**src/rtl/mbox_pkg.sv**
```systemverilog
package mbox_pkg;
  localparam int ADDR_W    = 12;
  localparam int DATA_W    = 32;
  localparam int NUM_PARAM = 7;
  localparam int NUM_RESP  = 3;

  localparam logic [ADDR_W-1:0] OFF_STATUS   = 12'h400;
  localparam logic [ADDR_W-1:0] OFF_PARAM_LO = 12'h420;
  localparam logic [ADDR_W-1:0] OFF_PARAM_HI = 12'h438;
  localparam logic [ADDR_W-1:0] OFF_REQ      = 12'h43C;
  localparam logic [ADDR_W-1:0] OFF_RESP_2   = 12'h450;
  localparam logic [ADDR_W-1:0] OFF_RESP_1   = 12'h454;
  localparam logic [ADDR_W-1:0] OFF_RESP_0   = 12'h458;
  localparam logic [ADDR_W-1:0] OFF_RSTAT    = 12'h45C;

  localparam logic [7:0]  CMDT_SYSINFO = 8'h01;
  localparam logic [15:0] OPC_IFINFO   = 16'h0001;

  typedef struct packed {
    logic       paramWe;
    logic [2:0] paramSel;
    logic       reqStart;
    logic       reqCollide;
    logic       errClr;
    logic       readyClr;
    logic       done;
    logic       busy;
  } mboxStrobe_t;
endpackage

```
**src/rtl/mbox_ctrl.sv**
```systemverilog
module mbox_ctrl
  import mbox_pkg::*;
#(
  parameter int LATENCY = 8
) (
  input  logic              clk,
  input  logic              rstN,
  input  logic              awValid,
  output logic              awReady,
  input  logic [ADDR_W-1:0] awAddr,
  input  logic              wValid,
  output logic              wReady,
  input  logic [1:0]        wLow,
  output logic              bValid,
  input  logic              bReady,
  output logic [1:0]        bResp,
  input  logic              arValid,
  output logic              arReady,
  output logic              rValid,
  input  logic              rReady,
  output logic [DATA_W-1:0] rData,
  output logic [1:0]        rResp,
  input  logic [DATA_W-1:0] rdWord,
  output mboxStrobe_t       strb
);
  localparam int CNT_W = $clog2(LATENCY + 1);
  localparam logic [CNT_W-1:0] CNT_LOAD = CNT_W'(LATENCY);
  localparam logic [CNT_W-1:0] CNT_LAST = CNT_W'(1);

  logic [CNT_W-1:0] cnt;
  logic wrFire, arFire, busy, isReq;

  // A write needs address and data together and a free response slot.
  assign wrFire  = awValid && wValid && (!bValid || bReady);
  assign awReady = wrFire;
  assign wReady  = wrFire;
  assign arReady = !rValid || rReady;
  assign arFire  = arValid && arReady;
  assign bResp   = 2'b00;
  assign rResp   = 2'b00;

  assign busy  = (cnt != '0);
  assign isReq = wrFire && (awAddr == OFF_REQ);

  always_comb begin
    strb            = '0;
    strb.busy       = busy;
    strb.done       = (cnt == CNT_LAST);
    strb.paramWe    = wrFire && (awAddr >= OFF_PARAM_LO) && (awAddr <= OFF_PARAM_HI)
                      && (awAddr[1:0] == 2'b00);
    strb.paramSel   = 3'((OFF_PARAM_HI - awAddr) >> 2);
    strb.reqStart   = isReq && !busy;
    strb.reqCollide = isReq && busy;
    strb.errClr     = wrFire && (awAddr == OFF_STATUS) && wLow[1];
    strb.readyClr   = wrFire && (awAddr == OFF_RSTAT) && !wLow[0];
  end

  // Latency counter: loaded on an accepted request, done when it reaches 1.
  always_ff @(posedge clk) begin
    if (!rstN)              cnt <= '0;
    else if (strb.reqStart) cnt <= CNT_LOAD;
    else if (busy)          cnt <= cnt - CNT_LAST;
  end

  always_ff @(posedge clk) begin
    if (!rstN)       bValid <= 1'b0;
    else if (wrFire) bValid <= 1'b1;
    else if (bReady) bValid <= 1'b0;
  end

  always_ff @(posedge clk) begin
    if (!rstN) begin
      rValid <= 1'b0;
      rData  <= '0;
    end else if (arFire) begin
      rValid <= 1'b1;
      rData  <= rdWord;
    end else if (rReady) begin
      rValid <= 1'b0;
    end
  end

  p_busy_load_r4: assert property (@(posedge clk) disable iff (!rstN)
    strb.reqStart |=> (cnt == CNT_LOAD));
  p_bvalid_hold_r2: assert property (@(posedge clk) disable iff (!rstN)
    bValid && !bReady |=> bValid);
  p_rdata_hold_r2: assert property (@(posedge clk) disable iff (!rstN)
    rValid && !rReady |=> rValid && $stable(rData));
endmodule

```
**src/rtl/mbox_dp.sv**
```systemverilog
module mbox_dp
  import mbox_pkg::*;
#(
  parameter int                     IF_COUNT = 1,
  parameter logic [8*NUM_RESP-1:0]  IF_TABLE = 24'h000020
) (
  input  logic              clk,
  input  logic              rstN,
  input  mboxStrobe_t       strb,
  input  logic [DATA_W-1:0] wData,
  input  logic [ADDR_W-1:0] rdAddr,
  output logic [DATA_W-1:0] rdWord
);
  logic [NUM_PARAM-1:0][DATA_W-1:0] paramReg;
  logic [NUM_RESP-1:0][DATA_W-1:0]  respData, respNext;
  logic [DATA_W-1:0] reqReg;
  logic [15:0]       respCount;
  logic              ready, errSticky, isInfo, rdInParam;
  logic [2:0]        rdParamSel;

  assign isInfo = (reqReg[23:16] == CMDT_SYSINFO) && (reqReg[15:0] == OPC_IFINFO);

  for (genvar k = 0; k < NUM_RESP; k++) begin : g_resp
    assign respNext[k] = (isInfo && (k < IF_COUNT)) ? {IF_TABLE[8*k +: 8], 24'h0} : '0;
  end

  always_ff @(posedge clk) begin
    if (!rstN) begin
      paramReg  <= '0;
      reqReg    <= '0;
      respData  <= '0;
      respCount <= '0;
    end else begin
      if (strb.paramWe)  paramReg[strb.paramSel] <= wData;
      if (strb.reqStart) reqReg <= wData;
      if (strb.done) begin
        respData  <= respNext;
        respCount <= isInfo ? 16'(IF_COUNT) : 16'h0;
      end
    end
  end

  // Completion wins over a clear in the same cycle; collision wins over a clear.
  always_ff @(posedge clk) begin
    if (!rstN) begin
      ready     <= 1'b0;
      errSticky <= 1'b0;
    end else begin
      if (strb.done)          ready <= 1'b1;
      else if (strb.readyClr) ready <= 1'b0;
      if (strb.reqCollide)    errSticky <= 1'b1;
      else if (strb.errClr)   errSticky <= 1'b0;
    end
  end

  assign rdInParam  = (rdAddr >= OFF_PARAM_LO) && (rdAddr <= OFF_PARAM_HI) && (rdAddr[1:0] == 2'b00);
  assign rdParamSel = 3'((OFF_PARAM_HI - rdAddr) >> 2);

  always_comb begin
    rdWord = '0;
    if (rdInParam) rdWord = paramReg[rdParamSel];
    else begin
      case (rdAddr)
        OFF_STATUS: rdWord = {30'h0, errSticky, strb.busy};
        OFF_REQ:    rdWord = reqReg;
        OFF_RESP_2: rdWord = respData[2];
        OFF_RESP_1: rdWord = respData[1];
        OFF_RESP_0: rdWord = respData[0];
        OFF_RSTAT:  rdWord = {respCount, 15'h0, ready};
        default:    rdWord = '0;
      endcase
    end
  end

  p_done_sets_ready_r5: assert property (@(posedge clk) disable iff (!rstN)
    strb.done |=> ready);
  p_ready_sticky_r8: assert property (@(posedge clk) disable iff (!rstN)
    ready && !strb.readyClr |=> ready);
  p_collide_flag_r10: assert property (@(posedge clk) disable iff (!rstN)
    strb.reqCollide |=> errSticky && $stable(reqReg));
  p_resp_readonly_r11: assert property (@(posedge clk) disable iff (!rstN)
    !strb.done |=> $stable(respData));
endmodule

```
**src/rtl/mbox_target.sv**
```systemverilog
module mbox_target
  import mbox_pkg::*;
#(
  parameter int                    LATENCY  = 8,
  parameter int                    IF_COUNT = 1,
  parameter logic [8*NUM_RESP-1:0] IF_TABLE = 24'h000020
) (
  input  logic              clk,
  input  logic              rstN,
  input  logic              awValid,
  output logic              awReady,
  input  logic [ADDR_W-1:0] awAddr,
  input  logic              wValid,
  output logic              wReady,
  input  logic [DATA_W-1:0] wData,
  output logic              bValid,
  input  logic              bReady,
  output logic [1:0]        bResp,
  input  logic              arValid,
  output logic              arReady,
  input  logic [ADDR_W-1:0] arAddr,
  output logic              rValid,
  input  logic              rReady,
  output logic [DATA_W-1:0] rData,
  output logic [1:0]        rResp
);
  mboxStrobe_t       strb;
  logic [DATA_W-1:0] rdWord;

  mbox_ctrl #(.LATENCY(LATENCY)) ctrl_i (
    .clk(clk), .rstN(rstN),
    .awValid(awValid), .awReady(awReady), .awAddr(awAddr),
    .wValid(wValid), .wReady(wReady), .wLow(wData[1:0]),
    .bValid(bValid), .bReady(bReady), .bResp(bResp),
    .arValid(arValid), .arReady(arReady),
    .rValid(rValid), .rReady(rReady), .rData(rData), .rResp(rResp),
    .rdWord(rdWord), .strb(strb)
  );

  mbox_dp #(.IF_COUNT(IF_COUNT), .IF_TABLE(IF_TABLE)) dp_i (
    .clk(clk), .rstN(rstN), .strb(strb), .wData(wData),
    .rdAddr(arAddr), .rdWord(rdWord)
  );
endmodule

```
**config.mk**
```make
export PLATFORM = sky130hd
export DESIGN_NAME = mbox_target
export DESIGN_NICKNAME = d
export VERILOG_FILES = /design/src/rtl/mbox_pkg.sv /design/src/rtl/mbox_ctrl.sv /design/src/rtl/mbox_dp.sv /design/src/rtl/mbox_target.sv
export SDC_FILE = /design/constraint.sdc
export NUM_CORES = 1
export LEC_CHECK = 0
export BUFFER_PORTS_ARGS = -buffer_cell sky130_fd_sc_hd__buf_2
export CELL_PAD_IN_SITES_DETAIL_PLACEMENT = 1
export CELL_PAD_IN_SITES_GLOBAL_PLACEMENT = 2
export CORE_MARGIN = 2
export CORE_UTILIZATION = 29
export CTS_BUF_LIST = sky130_fd_sc_hd__clkbuf_4
export DETAILED_ROUTE_END_ITERATION = 10
export HOLD_SLACK_MARGIN = 0.03
export PLACE_DENSITY = 0.69
export SLEW_MARGIN = 20
export SYNTH_ARGS = -nofsm -noshare
export SYNTH_HDL_FRONTEND = slang
export SYNTH_SLANG_ARGS = --single-unit
```
**constraint.sdc**
```tcl
create_clock -name clk -period 3.5 [get_ports clk]
set_input_delay 0.7 -clock clk [delete_from_list [all_inputs] [get_ports clk]]
set_output_delay 0.7 -clock clk [all_outputs]
set_load 0.1 [all_outputs]
```
==> impl_metrics.toml <==
[min_path]
worst_hold_path.num_cells = 3
min_from = "arValid"
min_to = "ctrl_i.rValid"
hp-class = "in2reg"

[setup_path]
path_class = "reg2out"
reg2reg_setup_slack_ps = 1340
path_max_fanout = 5
crit_path_cell_trace = "nor2b_1 -> nor2_1 -> buf_2"
endpoint_kind = "output port"
max_stage_delay_ps = 450
critPathRequiredTime_ps = 2800
start_kind = "register"
worstPathArrival_ps = 1950
worst_r2r_path_depth = 6
path_buf_inv = 1
r2r-end = "dp_i.paramReg[74]"
crit_family = "simple AND/OR/NAND/NOR gates"
slowest_stage = "nor2b_1"
r2r_start = "ctrl_i.bValid"

[synthesis]
synthTopCellsByArea = "dfxtp_1 (48%), nand3_1 (9.7%), o21ai_0 (8.8%)"
synth.most_common_cell = "dfxtp_1"
netlist_area_um2 = 12360
yosys-top-cells-count = "dfxtp_1 (297), nand3_1 (239), o21ai_0 (217)"
netlist_instances = 1383
synth.distinct_cells = 63
synth.yosys.seq_area_share = 0.4812
syn_area_per_cell_um2 = 8.934
synth_top_area_share = 0.4812
synth-edff-count = 0
ys.flop_type = "dfxtp_1"
ys_ff_latch = 297
synth.largest_area_cell = "dfxtp_1"
async_flop_share = 0
yosys_warnings = 0

[clock_network]
path_clk_slew_ps = 60
cts_setup_buffers = 0
cts-root-buf = "clkbuf_4"
clock_path_buffers = 3
clk-insertion-delay-late_ps = 750
cts.sinks = 297
h-tree-depth = 3
cts_tree = "yes"
hold_buffers = 0
cts-buffers-inserted = 85
cts_resized = 0

[flow_run]
cap_violations = 0

[global_routing]
antenna_found_initial = 2
grt_pass1_vias = 11730
grt_start_max_net_pins = 74
grt_first_pass_wirelength_um = 68990
track_usage = 0.2000
globalRouteOverflowTotal = 0

[final_layout]
layout-drive-gt1-share = 0.2129
fin_util = 0.3469
area_growth_pct = 18.04
fin_nets = 1548
fin_cells = 2087

[power_and_ir_drop]
comb_power_share = 0.102
p_clk_frac = 0.432
power.internal_w = 0.005325
power_density_nw_per_um2 = 505.5
seqPwrFrac = 0.466
ir_worst_vdd_mv = 0.1648
total_power_w = 0.007372
switchingPower_w = 0.002047
p_leak_nw = 5.269
switching_share = 0.2777

[drt]
drcViolationCount = 0
antenna_left = 0
dr_total_vias = 11500
drt_iter0_markers = 811
wl_per_cell_um = 21.08
post_drt_via_cell_ratio = 5.508
drt_pass1_iterations = 5
drt-total-wl_um = 44000

[timing]
setup-violations-final = 0
min_period_ps = 2647
slew_viol_final = 0
period_share = 0.7564
hold_slack_ps = 199.1
maxSlewHeadroom = 0.4776
fmax_mhz = 377.7
finClkSkew_ps = 24.52
fin_tns_setup_ps = 0
rsz0062_at_grt = "no"
worst_pin_slew_ps = 783.6
final-hold-violation-count = 0

[outcome]
status = "finished, final reports clean"

[floorplan]
die-area_um2 = 44270
die_w_um = 210.4
io_pins = 104
num_rows = 75
start_util = 0.2939
core-area_um2 = 42040
die_height_um = 210.4

[placed_design]
place_inst = 1934
place_congestion = 0.7696
portBuffers = 99
place.detailed.hpwl_um = 26320
## per-stage QoR
step           setup slack [ps]  area (um2)
3_3_place_gp              658.7       13520
6_report                  852.6       14580
4_1_cts                   800.1       14580
3_5_place_dp              586.0       13520
2_1_floorplan             25.79       12370
5_1_grt                   700.4       14580
## routing by layer
metal  share of wire  global-route usage  vias to the layer above
met5               0                   0                        -
met3           0.042             0.03665                       83
met4           0.021             0.06314                        0
li1                -                   -                     5465
met2            0.46              0.3279                      261
met1            0.48              0.2668                     5686
## cells by family (layout without fill, tap and decap cells)
family / after synthesis / count (layout) / share of synthesized area
adders and majority gates: 3 / 3 / 0.003038
buffers and inverters: 139 / 298 / 0.04587
and+or+nand+nor: 428 / 428 / 0.1820
xor gates and xnor gates: 4 / 4 / 0.002836
muxes: 70 / 70 / 0.06005
AOI/OAI and AO/OA: 441 / 441 / 0.2247
other: 1 / 7 / 0.0003035
DFF: 297 / 297 / 0.4812
## sequential cells by signal (all words and copies together), names as in the netlist
signal / count
dp_i.paramReg: 224
ctrl_i.rData: 32
dp_i.reqReg: 32
ctrl_i.cnt: 4
ctrl_i.bValid: 1
ctrl_i.rValid: 1
dp_i.errSticky: 1
dp_i.ready: 1
dp_i.respData: 1
## cell usage in the layout, fill, tap and decap left out, drive strengths merged, types with 3 or more instances in the layout
master,netlist,final
inv,5,7
conb,1,4
o2111ai,6,6
clkbuf,85,130
o21a,36,36
o22ai,30,30
dfxtp,297,297
and3,29,29
mux2i,40,40
or4,5,5
nand3,239,239
mux2,30,30
nor3,12,12
nor2,19,19
nor4,13,13
nand4,12,12
a2111oi,3,3
nor4b,4,4
o32ai,27,27
nand2,73,73
nand2b,4,4
clkinv,2,20
nor2b,4,4
a21oi,36,36
o21ai,231,231
diode,0,3
xnor2,3,3
and2,3,3
a222oi,28,28
buf,47,141
o221ai,28,28
ha,3,3
## worst max-delay path by stage
stage,from,endpoint,slack (ps),depth (start not counted)
after floorplan,ctrl_i.bValid,wReady,30,3
after global placement,awAddr[9],dp_i.paramReg[147],660,8
after detailed placement,awAddr[9],dp_i.paramReg[87],590,8
after CTS,ctrl_i.bValid,awReady,800,3
after global routing,ctrl_i.bValid,awReady,700,3
final,ctrl_i.bValid,wReady,850,3
## power groups by stage
stage	combinational (W)	clock, W	sequential, W
6_report	0.000752	0.00319	0.00343
5_1_grt	0.000824	0.00353	0.00343
4_1_cts	0.000758	0.00332	0.00343
3_5_place_dp	0.000754	0	0.00351
3_3_place_gp	0.000741	0	0.00351
2_1_floorplan	0.000451	0	0.00352
## worst reg2reg max path, stage by stage (launching register included)
cell	delay, ps
dfxtp_1	320
nor2b_1	450
nor4_4	140
buf_4	200
nand4_4	80
buf_4	560
o21ai_0	250
## cell type report
cell class / instances / area [um2]
Inverter: 7 / 26.28
Timing Repair Buffer: 141 / 908.4
Clock buffer: 130 / 975.9
Clock inverter: 20 / 77.57
Fill cell: 4929 / 27460
Multi-Input combinational cell: 950 / 5968
Sequential cell: 297 / 5946
Antenna cell: 3 / 7.507
Tap cell: 539 / 674.4
Power figures use the tool's default switching activity.
